**src/rtl/awd_pkg.sv**
```systemverilog
package awd_pkg;

  // Fields kept from a window control word
  typedef struct packed {
    logic [15:0] size;    // page count minus one, 64 KiB pages
    logic [7:0]  attr;
    logic [3:0]  target;
    logic        en;
  } awd_ctl_t;

  // Register slot inside one window's 16-byte group
  typedef enum logic [1:0] {
    REG_CTL  = 2'd0,
    REG_BASE = 2'd1,
    REG_RLO  = 2'd2,
    REG_RHI  = 2'd3
  } awd_reg_e;

  function automatic logic [31:0] ctl_pack(input awd_ctl_t c);
    return {c.size, c.attr, c.target, 3'b000, c.en};
  endfunction

  function automatic awd_ctl_t ctl_unpack(input logic [31:0] w);
    awd_ctl_t c;
    c.size   = w[31:16];
    c.attr   = w[15:8];
    c.target = w[7:4];
    c.en     = w[0];
    return c;
  endfunction

endpackage

```
**src/rtl/awd_regfile.sv**
```systemverilog
module awd_regfile
  import awd_pkg::*;
#(
  parameter int unsigned NUM_WIN   = 8,
  parameter int unsigned REMAP_WIN = 4,
  parameter int unsigned WIN_W     = 3
) (
  input  logic             clk,
  input  logic             rst_n,
  input  logic             cfg_we,
  input  logic [WIN_W+3:0] cfg_addr,
  input  logic [31:0]      cfg_wdata,
  output logic [31:0]      cfg_rdata,
  output awd_ctl_t         ctl_o  [NUM_WIN],
  output logic [15:0]      base_o [NUM_WIN],
  output logic [15:0]      rlo_o  [NUM_WIN]
);

  logic [WIN_W-1:0] sel_win;
  awd_reg_e         sel_reg;
  logic             sel_ok;
  logic [31:0]      rhi_w [NUM_WIN];
  logic             unused_bits;

  assign sel_win     = cfg_addr[WIN_W+3:4];
  assign sel_reg     = awd_reg_e'(cfg_addr[3:2]);
  assign sel_ok      = (32'(sel_win) < NUM_WIN);
  assign unused_bits = ^{cfg_addr[1:0], cfg_wdata[3:1]};

  for (genvar w = 0; w < NUM_WIN; w++) begin : g_win
    logic        wr_sel;
    awd_ctl_t    ctl_q;
    logic [15:0] base_q;

    assign wr_sel = cfg_we && sel_ok && (sel_win == WIN_W'(w));

    always_ff @(posedge clk) begin
      if (!rst_n) begin
        ctl_q  <= '0;
        base_q <= '0;
      end else if (wr_sel) begin
        if (sel_reg == REG_CTL)  ctl_q  <= ctl_unpack(cfg_wdata);
        if (sel_reg == REG_BASE) base_q <= cfg_wdata[31:16];
      end
    end

    assign ctl_o[w]  = ctl_q;
    assign base_o[w] = base_q;

    if (w < REMAP_WIN) begin : g_remap
      logic [15:0] rlo_q;
      logic [31:0] rhi_q;
      always_ff @(posedge clk) begin
        if (!rst_n) begin
          rlo_q <= '0;
          rhi_q <= '0;
        end else if (wr_sel) begin
          if (sel_reg == REG_RLO) rlo_q <= cfg_wdata[31:16];
          if (sel_reg == REG_RHI) rhi_q <= cfg_wdata;
        end
      end
      assign rlo_o[w] = rlo_q;
      assign rhi_w[w] = rhi_q;
    end else begin : g_plain
      assign rlo_o[w] = '0;
      assign rhi_w[w] = '0;
    end
  end

  always_comb begin
    cfg_rdata = '0;
    if (sel_ok) begin
      unique case (sel_reg)
        REG_CTL:  cfg_rdata = ctl_pack(ctl_o[sel_win]);
        REG_BASE: cfg_rdata = {base_o[sel_win], 16'h0000};
        REG_RLO:  cfg_rdata = {rlo_o[sel_win], 16'h0000};
        REG_RHI:  cfg_rdata = rhi_w[sel_win];
        default:  cfg_rdata = '0;
      endcase
    end
  end

endmodule

```
**src/rtl/awd_match.sv**
```systemverilog
module awd_match
  import awd_pkg::*;
#(
  parameter int unsigned NUM_WIN = 8
) (
  input  logic [15:0]        page_i,
  input  awd_ctl_t           ctl_i  [NUM_WIN],
  input  logic [15:0]        base_i [NUM_WIN],
  output logic [NUM_WIN-1:0] hit_o
);

  for (genvar w = 0; w < NUM_WIN; w++) begin : g_cmp
    logic [15:0] diff;
    assign diff     = (page_i ^ base_i[w]) & ~ctl_i[w].size;
    assign hit_o[w] = ctl_i[w].en && (diff == 16'h0000);
  end

endmodule

```
**src/rtl/awd_select.sv**
```systemverilog
module awd_select
  import awd_pkg::*;
#(
  parameter int unsigned NUM_WIN   = 8,
  parameter int unsigned REMAP_WIN = 4,
  parameter int unsigned WIN_W     = 3
) (
  input  logic [31:0]        addr_i,
  input  logic [NUM_WIN-1:0] hit_i,
  input  awd_ctl_t           ctl_i [NUM_WIN],
  input  logic [15:0]        rlo_i [NUM_WIN],
  output logic               any_o,
  output logic               multi_o,
  output logic [WIN_W-1:0]   win_o,
  output logic [3:0]         target_o,
  output logic [7:0]         attr_o,
  output logic [31:0]        addr_o
);

  logic [15:0] mask;
  logic [15:0] new_page;

  always_comb begin
    win_o = '0;
    for (int w = NUM_WIN - 1; w >= 0; w--) begin
      if (hit_i[w]) win_o = WIN_W'(w);
    end
  end

  assign any_o   = |hit_i;
  assign multi_o = ($countones(hit_i) > 1);
  assign mask    = ctl_i[win_o].size;
  assign new_page = (rlo_i[win_o] & ~mask) | (addr_i[31:16] & mask);

  always_comb begin
    target_o = '0;
    attr_o   = '0;
    addr_o   = addr_i;
    if (any_o) begin
      target_o = ctl_i[win_o].target;
      attr_o   = ctl_i[win_o].attr;
      if (32'(win_o) < REMAP_WIN) addr_o = {new_page, addr_i[15:0]};
    end
  end

endmodule

```
**src/rtl/addr_window_decoder.sv**
```systemverilog
module addr_window_decoder
  import awd_pkg::*;
#(
  parameter int unsigned NUM_WIN   = 8,
  parameter int unsigned REMAP_WIN = 4,
  localparam int unsigned WIN_W    = $clog2(NUM_WIN),
  localparam int unsigned CFG_AW   = WIN_W + 4
) (
  input  logic              clk,
  input  logic              rst_n,
  input  logic              cfg_we,
  input  logic [CFG_AW-1:0] cfg_addr,
  input  logic [31:0]       cfg_wdata,
  output logic [31:0]       cfg_rdata,
  input  logic              req_valid,
  output logic              req_ready,
  input  logic [31:0]       req_addr,
  output logic              rsp_valid,
  input  logic              rsp_ready,
  output logic              rsp_hit,
  output logic              rsp_miss,
  output logic              rsp_multi,
  output logic [WIN_W-1:0]  rsp_win,
  output logic [3:0]        rsp_target,
  output logic [7:0]        rsp_attr,
  output logic [31:0]       rsp_addr
);

  awd_ctl_t           ctl  [NUM_WIN];
  logic [15:0]        base [NUM_WIN];
  logic [15:0]        rlo  [NUM_WIN];
  logic [NUM_WIN-1:0] hit;
  logic               d_any, d_multi;
  logic [WIN_W-1:0]   d_win;
  logic [3:0]         d_target;
  logic [7:0]         d_attr;
  logic [31:0]        d_addr;
  logic               take;

  awd_regfile #(.NUM_WIN(NUM_WIN), .REMAP_WIN(REMAP_WIN), .WIN_W(WIN_W)) regs_i (
    .clk(clk), .rst_n(rst_n), .cfg_we(cfg_we), .cfg_addr(cfg_addr),
    .cfg_wdata(cfg_wdata), .cfg_rdata(cfg_rdata),
    .ctl_o(ctl), .base_o(base), .rlo_o(rlo)
  );

  awd_match #(.NUM_WIN(NUM_WIN)) match_i (
    .page_i(req_addr[31:16]), .ctl_i(ctl), .base_i(base), .hit_o(hit)
  );

  awd_select #(.NUM_WIN(NUM_WIN), .REMAP_WIN(REMAP_WIN), .WIN_W(WIN_W)) sel_i (
    .addr_i(req_addr), .hit_i(hit), .ctl_i(ctl), .rlo_i(rlo),
    .any_o(d_any), .multi_o(d_multi), .win_o(d_win),
    .target_o(d_target), .attr_o(d_attr), .addr_o(d_addr)
  );

  assign req_ready = !rsp_valid || rsp_ready;
  assign take      = req_valid && req_ready;

  always_ff @(posedge clk) begin
    if (!rst_n) begin
      rsp_valid <= 1'b0;
    end else if (take) begin
      rsp_valid <= 1'b1;
    end else if (rsp_ready) begin
      rsp_valid <= 1'b0;
    end
  end

  always_ff @(posedge clk) begin
    if (!rst_n) begin
      rsp_hit    <= 1'b0;
      rsp_miss   <= 1'b0;
      rsp_multi  <= 1'b0;
      rsp_win    <= '0;
      rsp_target <= '0;
      rsp_attr   <= '0;
      rsp_addr   <= '0;
    end else if (take) begin
      rsp_hit    <= d_any;
      rsp_miss   <= !d_any;
      rsp_multi  <= d_multi;
      rsp_win    <= d_win;
      rsp_target <= d_target;
      rsp_attr   <= d_attr;
      rsp_addr   <= d_addr;
    end
  end

endmodule

```
**config.mk**
```make
export PLATFORM = sky130hd
export DESIGN_NAME = addr_window_decoder
export DESIGN_NICKNAME = d
export VERILOG_FILES = /design/src/rtl/awd_pkg.sv /design/src/rtl/awd_regfile.sv /design/src/rtl/awd_match.sv /design/src/rtl/awd_select.sv /design/src/rtl/addr_window_decoder.sv
export SDC_FILE = /design/constraint.sdc
export NUM_CORES = 2
export LEC_CHECK = 0
export ABC_AREA = 1
export BUFFER_PORTS_ARGS = -buffer_cell sky130_fd_sc_hd__buf_4
export CAP_MARGIN = 20
export CORE_MARGIN = 1.5
export CORE_UTILIZATION = 35
export DETAILED_ROUTE_END_ITERATION = 8
export PLACE_DENSITY_LB_ADDON = 0.12
export SLEW_MARGIN = 5
export SYNTH_ARGS = -nofsm -noshare
export SYNTH_HDL_FRONTEND = slang
export SYNTH_SLANG_ARGS = --single-unit
export TNS_END_PERCENT = 100
```
**constraint.sdc**
```tcl
create_clock -name clk -period 3.2 [get_ports clk]
set_input_delay 0.16 -clock clk [delete_from_list [all_inputs] [get_ports clk]]
set_output_delay 0.16 -clock clk [all_outputs]
set_load 0.03 [all_outputs]
```
== Word-level counts from Yosys, hierarchy flattened ==
Index checks and enable logic that the tools add are counted.

* Add/subtract/negate cells: 7
* Magnitude comparators: 4
* Equality and inequality tests: 10
* Muxes and demuxes: 33
* Bitwise logic cells: 30
* Reduce and logical (&&, ||, !) cells: 56

{| class="wikitable"
|+ Operators by type and width
! cell !! number
|-
| 29-bit binary-select mux with 3-bit select || 2
|-
| 16-bit AND || 10
|-
| 16-bit binary-select mux with 3-bit select || 3
|-
| 16-bit NOT || 9
|-
| 16-bit logical NOT || 8
|-
| 32-bit two-way mux || 4
|-
| 32-bit case mux with 4 select lines || 1
|-
| 16-bit bitwise XOR || 8
|-
| 29-bit two-way mux || 4
|-
| 32-bit adder || 3
|-
| 32-bit binary-select mux with 3-bit select || 1
|-
| 16-bit two-way mux || 6
|-
| 2-bit AND reduction || 24
|-
| 32-bit by 2-bit greater-than comparator with 1-bit output (second input constant) || 1
|-
| 3-bit two-way mux || 8
|-
| 1-bit logical AND || 17
|-
| 16-bit bitwise OR || 1
|-
| 3-bit == test (second input constant) || 4
|-
| 1-bit by 1-bit adder with 2-bit output || 4
|-
| 4-bit greater-or-equal comparator (second input constant) || 2
|-
| 8-bit two-way mux || 1
|-
| 3-bit NOT with 4-bit output || 2
|-
| 8-bit OR reduction || 1
|-
| 3-bit by 2-bit == test with 1-bit output (second input constant) || 2
|-
| other kinds (11) || 14
|}

* Flip-flop bits (word level): 603
* Input bits: 76
* Output and inout bits: 84
* Word-level logic and storage cells: 196

== Logic depth before layout (Yosys ltp) ==
* Depth in word-level cells: 21
* Mapped depth: 24
* Mapped depth without buffers: 22

== By module ==
Synthesis repeated with hierarchy kept, for this count alone.

* Cell total of the unflattened synthesis: 5,401
* Area, all modules: 33,335.7 µm²

{| class="wikitable"
|+ Modules (own cells, without submodules)
! module !! instances !! cells an instance !! area each (µm²) !! seq. area each (µm²)
|-
| awd_regfile || 1 || 3,800 || 25,310.5 || 11,050.6
|-
| awd_select || 1 || 655 || 3,014.1 || 0.0
|-
| awd_match || 1 || 668 || 2,909.0 || 0.0
|-
| addr_window_decoder || 1 || 278 || 2,102.0 || 1,021.0
|}

== Least setup slack after synthesis ==
No wires, ideal clock.

* Path type: input to register
* From: in req_addr[22]
* To: reg rsp_multi
* Library setup time: 139 ps
* Arrival: 3,318 ps
* Data required time: 3,061 ps
* Setup slack: -256 ps
* Cell stages on the path: 19
* Path buffers: 3
* Cell sequence: inv_1 buf_2 a21oi_1 o21ai_0 nand4_1 nor3_2 nand3_2 buf_2 buf_2 inv_1 ha_1 inv_1 fa_1 inv_1 fa_1 ha_1 inv_1 fa_1 a41oi_1

* Word-level cells in the longest chain between the ends: 8
* Elaborated cells between the ends (all ways): 40
* Those cells by class: 7 x add/sub; 1 x order compare; 16 x bitwise; 16 x reduce/logical

{| class="wikitable"
|+ Ends and longest elaborated chain
! item !! RTL line !! text
|-
| start: declaration || addr_window_decoder.sv:17 || <nowiki>input logic [31:0] req_addr,</nowiki>
|-
| 16-bit bitwise XOR || awd_match.sv:14 || <nowiki>assign diff = (page_i ^ base_i[w]) & ~ctl_i[w].size;</nowiki>
|-
| 16-bit AND || awd_match.sv:14 ||
|-
| 16-bit logical NOT || awd_match.sv:15 || <nowiki>assign hit_o[w] = ctl_i[w].en && (diff == 16'h0000);</nowiki>
|-
| 1-bit logical AND || awd_match.sv:15 ||
|-
| 1-bit by 1-bit adder with 2-bit output (implied by the code) || awd_select.sv:31 || <nowiki>assign multi_o = ($countones(hit_i) > 1);</nowiki>
|-
| 32-bit adder (implied by the code) || awd_select.sv:31 ||
|-
| 32-bit adder (implied by the code) (*) || awd_select.sv:31 ||
|-
| 32-bit by 2-bit greater-than comparator with 1-bit output (*) || awd_select.sv:31 ||
|-
| end signal: assignment || addr_window_decoder.sv:81 || <nowiki>rsp_multi <= d_multi;</nowiki>
|-
| end: declaration || addr_window_decoder.sv:22 || <nowiki>output logic rsp_multi,</nowiki>
|}

Every way passes the cells marked *; elsewhere a longest branch is shown, timed or not.
A chain may end at the register's enable or synchronous reset.

== Worst setup path after layout ==
* From: reg regs_i.g_win[0].base_q[9]
* To: reg rsp_multi

* Word-level cells in the longest chain between the ends: 8

{| class="wikitable"
|+ Ends and longest elaborated chain
! item !! RTL line !! text
|-
| start: declaration || awd_regfile.sv:33 || <nowiki>logic [15:0] base_q;</nowiki>
|-
| start signal: assignment || awd_regfile.sv:43 || <nowiki>if (sel_reg == REG_BASE) base_q <= cfg_wdata[31:16];</nowiki>
|-
| 16-bit bitwise XOR || awd_match.sv:14 ||
|-
| 16-bit AND || awd_match.sv:14 ||
|-
| 16-bit logical NOT || awd_match.sv:15 ||
|-
| 1-bit logical AND || awd_match.sv:15 ||
|-
| 1-bit by 1-bit adder with 2-bit output (implied by the code) || awd_select.sv:31 ||
|-
| 32-bit adder (implied by the code) (2 in a row) || awd_select.sv:31 ||
|-
| 32-bit by 2-bit greater-than comparator with 1-bit output || awd_select.sv:31 ||
|}

No other way between the ends.

==> results by group <==
Outcome
  • Status: complete, but fails checks
  • Failing checks: negative setup slack

Placed design
  • PortBufs: 157
  • Post-DP HPWL: 91,300 um
  • RD Place Congestion: 0.948
  • DP Area: 0.0344 sq mm

Floorplanning
  • Die extent in y: 292 um
  • Rows: 105
  • Die X: 292 um
  • # IOs: 160
  • Initial core utilization: 0.355
  • Core ar.: 0.0824 sq mm
  • Die Footprint: 0.0853 sq mm

Logic synthesis
  • Number of flops mapped to enable cells by yosys: 0
  • Post-synthesis mux area share: 0
  • Syn_nets: 4,259
  • Most used DFF post-synth: dfxtp_1
  • Yosys top cell by area: dfxtp_1
  • Top post-synthesis cells by area: dfxtp_1 41%, a21oi_1 11%, o21ai_0 11%
  • Simple-gate share of the synthesized area: 0.148
  • Mapped Area: 0.0293 sq mm
  • Ys async rst share: 0
  • Most frequent cell after synthesis: a21oi_1
  • Post-synthesis compound-gate area fraction: 0.313
  • Adder-cell share of the synthesized area: 0.00701
  • Register area share after synthesis: 0.413
  • Top post-synthesis cells by count: 671 x a21oi_1, 633 x o21ai_0, 603 x dfxtp_1, 477 x inv_1, 451 x nand2_1
  • Synth Area in XOR/XNOR: 0.00269
  • Register bit count reported by yosys: 603
  • Post-Syn Instances: 4,169
  • Mean post-synth cell area: 7.02 sq um
  • Combinational family with the most area after synthesis: compound AO/OA/AOI/OAI gates
  • Yosys top cell area share: 0.413
  • Ys Warns: 0
  • Post-synth cell types: 49

CTS
  • CTS max path bufs: 3
  • Clock sinks: 603
  • Clock Pin Slew Worst Setup and Hold Paths: 60 ps
  • CTS H-tree lvls: 3
  • CTS tree: done
  • Clk Latency, worst-skew pair: 640 ps
  • Inserted Clock Buffers: 74
  • Clock Tree Root: clkbuf_16

Routing
  • Post-DR vias/cell: 5.58
  • Routed length per instance: 23.7 um
  • Via count: 31.6k
  • DR iter-0 viols: 3,139
  • TritonRoute pass-1 iters: 5
  • Number of remaining DRC errors: 0
  • WL final: 135,000 um
  • Routed Antenna Nets: 0

Flow run
  • Max-cap viol count: 0

Cells and area
  • Share of layout cells above drive strength 1: 0.197
  • Synth-to-layout area growth: 29.7%
  • Post-route cell area: 0.0379 sq mm
  • Net count, final: 4,643

Critical path
  • Max stage delay cell, worst path: fa_1
  • Arrival @ worst endpoint: 3860 ps
  • Worst r2r src: regs_i.g_win[0].base_q[9]
  • Worst-path cell chain: inv_2 > o21ai_2 > nand4_1 > nor3_4 > nand3_2 > inv_4 > ha_4 > inv_2 > fa_1 > inv_2 > fa_1 > ha_2 > inv_2 > fa_1 > a41oi_2
  • Origin of the worst setup path: regs_i.g_win[0].base_q[9]
  • Worst-path fanout max: 3
  • Crit start category: register
  • Critical path required time: 3690 ps
  • Setup CP Type: reg -> reg
  • Worst path max stage delay: 510 ps
  • Nature of the critical path endpoint: register
  • Crit path top cell by count: inv_2

Power and ir drop
  • P per Cell Area: 485 mW/mm^2
  • Leakage Power: 14.3 nW
  • Maximum VDD drop: 0.416 mV

STA
  • # setup viols final: 1
  • Final min period: 3370 ps
  • Fmax: 296 MHz
  • Skew final: 27.8 ps
  • Fin. Hold Viols: 0
  • Fin crit share: 1.05
  • Max-slew violations: 0
  • RSZ-0062 raised after global routing: yes
  • Fin Setup TNS: -173 ps
  • Slew of the pin with the lowest slew margin: 974 ps
  • Relative slew margins: 0.342
  • Final setup margin: -173 ps

Worst hold path
  • Hold crit path type: in -> reg
  • Hold Path Origin: req_valid

Global route
  • Pin count of the biggest net entering global routing: 103
  • Met1 usage: 0.449
  • Initial antenna violation count: 5
  • GRT met2 Usage: 0.454
  • First-pass GRT wire length: 197,000 um
  • Met3 GRT Util: 0.0532
  • Busiest grt layer: met2
  • Grt ovf: 0
  • Global Route Usage Sum: 0.308
  • Vias in the first global route: 28.8k
==> worst paths after layout <==
kind | endpoint | slack [ps] | cells past startpoint
worst max-delay path | rsp_multi | -170 | 15
worst min-delay path | rsp_hit | 40 | 5
worst max register to register | rsp_multi | -170 | 15
worst min register to register | regs_i.g_win[1].g_remap.rhi_q[1] | 450 | 2
==> critical path: cells and delay by family (launching register included) <==
kind,cells,cell delay [ps]
adder cells (fa/ha/maj),5,1780
AND/OR/NAND/NOR,3,610
flip-flops,1,330
AO/OA/AOI/OAI,2,260
buffers and inverters,5,250
==> repair_timing <==
item                                   in CTS  in global routing
endpoints found under the hold margin     236                  0
pin swaps                                  28                 30
setup endpoints to repair                  29                 31
cloned                                      1                  0
resized for setup                          73                 67
hold buffers                               49                  0
buffers inserted                           16                  2
==> cell type report <==
cell class,instances,area [sq um]
Clock buffer,106,2130
Tap cell,1070,1340
Multi-Input combinational cell,2691,14200
Inverter,504,1920
Timing Repair Buffer,679,5950
Antenna cell,1,2.50
Fill cell,8365,44400
Sequential cell,603,12100
Clock inverter,21,320
==> stage by stage <==
| stage | utilization | setup WS (ps) | total power, mW | cells | hold slack (ps) |
|---|---|---|---|---|---|
| after global routing | 0.460 | -277 | 18.9 | 5674 | 36.1 |
| final | 0.461 | -173 | 18.4 | 5675 | 37.0 |
| after CTS | 0.458 | -144 | 18.4 | 5673 | 12.7 |
| after floorplan | - | -111 | 8.75 | 4169 | 327 |
| after detailed placement | 0.418 | -480 | 9.66 | 5480 | 419 |
| after global placement | 0.418 | -443 | 9.66 | 5479 | 417 |
==> cells in the final DEF, fill, tap and decap left out, types with 5 or more instances in the layout <==
cell type / netlist / routed
bufinv_16: 0 / 7
o22ai_1: 138 / 138
o221ai_1: 26 / 26
buf_6: 9 / 8
o21ai_1: 23 / 33
nand2_4: 1 / 5
clkbuf_8: 0 / 14
o211ai_1: 59 / 59
nor2_1: 194 / 183
nand3_2: 3 / 19
nand4_1: 26 / 26
o311ai_0: 17 / 17
buf_4: 4 / 567
xnor2_1: 6 / 5
inv_4: 3 / 5
nor2_4: 2 / 8
a21oi_2: 0 / 5
ha_1: 10 / 6
dlygate4sd3_1: 0 / 49
nand3_1: 305 / 289
dfxtp_2: 0 / 13
nor2_2: 4 / 9
buf_12: 0 / 50
nand2_2: 5 / 22
inv_2: 21 / 46
clkinv_2: 0 / 8
a21oi_1: 671 / 666
a22oi_1: 27 / 27
clkbuf_16: 0 / 75
o21ai_0: 633 / 612
o2111ai_1: 14 / 13
nand2_1: 451 / 429
a32o_1: 9 / 9
inv_1: 477 / 447
clkbuf_1: 295 / 17
o21ai_2: 1 / 12
a221oi_1: 34 / 32
dfxtp_1: 603 / 590
==> routing by layer <==
metal | up-vias | wire length (um)
met3 | 226 | 12100
met1 | 14900 | 61600
met2 | 1413 | 56400
li1 | 15100 | -
met5 | - | 27
met4 | 4 | 4660
==> power breakdown <==
part           switching, mW  internal [mW]
combinational           1.31          0.608
sequential            0.0769           7.63
clock                   3.57           5.20
total                   4.96           13.4
==> flip-flops by register name, summed over array words and instances (netlist names), 3 cells and up <==
name / count
regs_i.ctl_o: 232
rsp_addr: 32
regs_i.g_win.g_remap.rlo_q: 64
rsp_win: 3
regs_i.g_win.base_q: 128
rsp_target: 4
regs_i.g_win.g_remap.rhi_q: 128
rsp_attr: 8
==> cell families after synthesis <==
| group | after synthesis |
|---|---|
| compound gates | 1663 |
| simple gates | 1005 |
| buf+inv | 875 |
| flops | 603 |
| fa+ha+maj | 14 |
| xor+xnor | 9 |
Note: power is estimated with default switching activity, not from simulation.
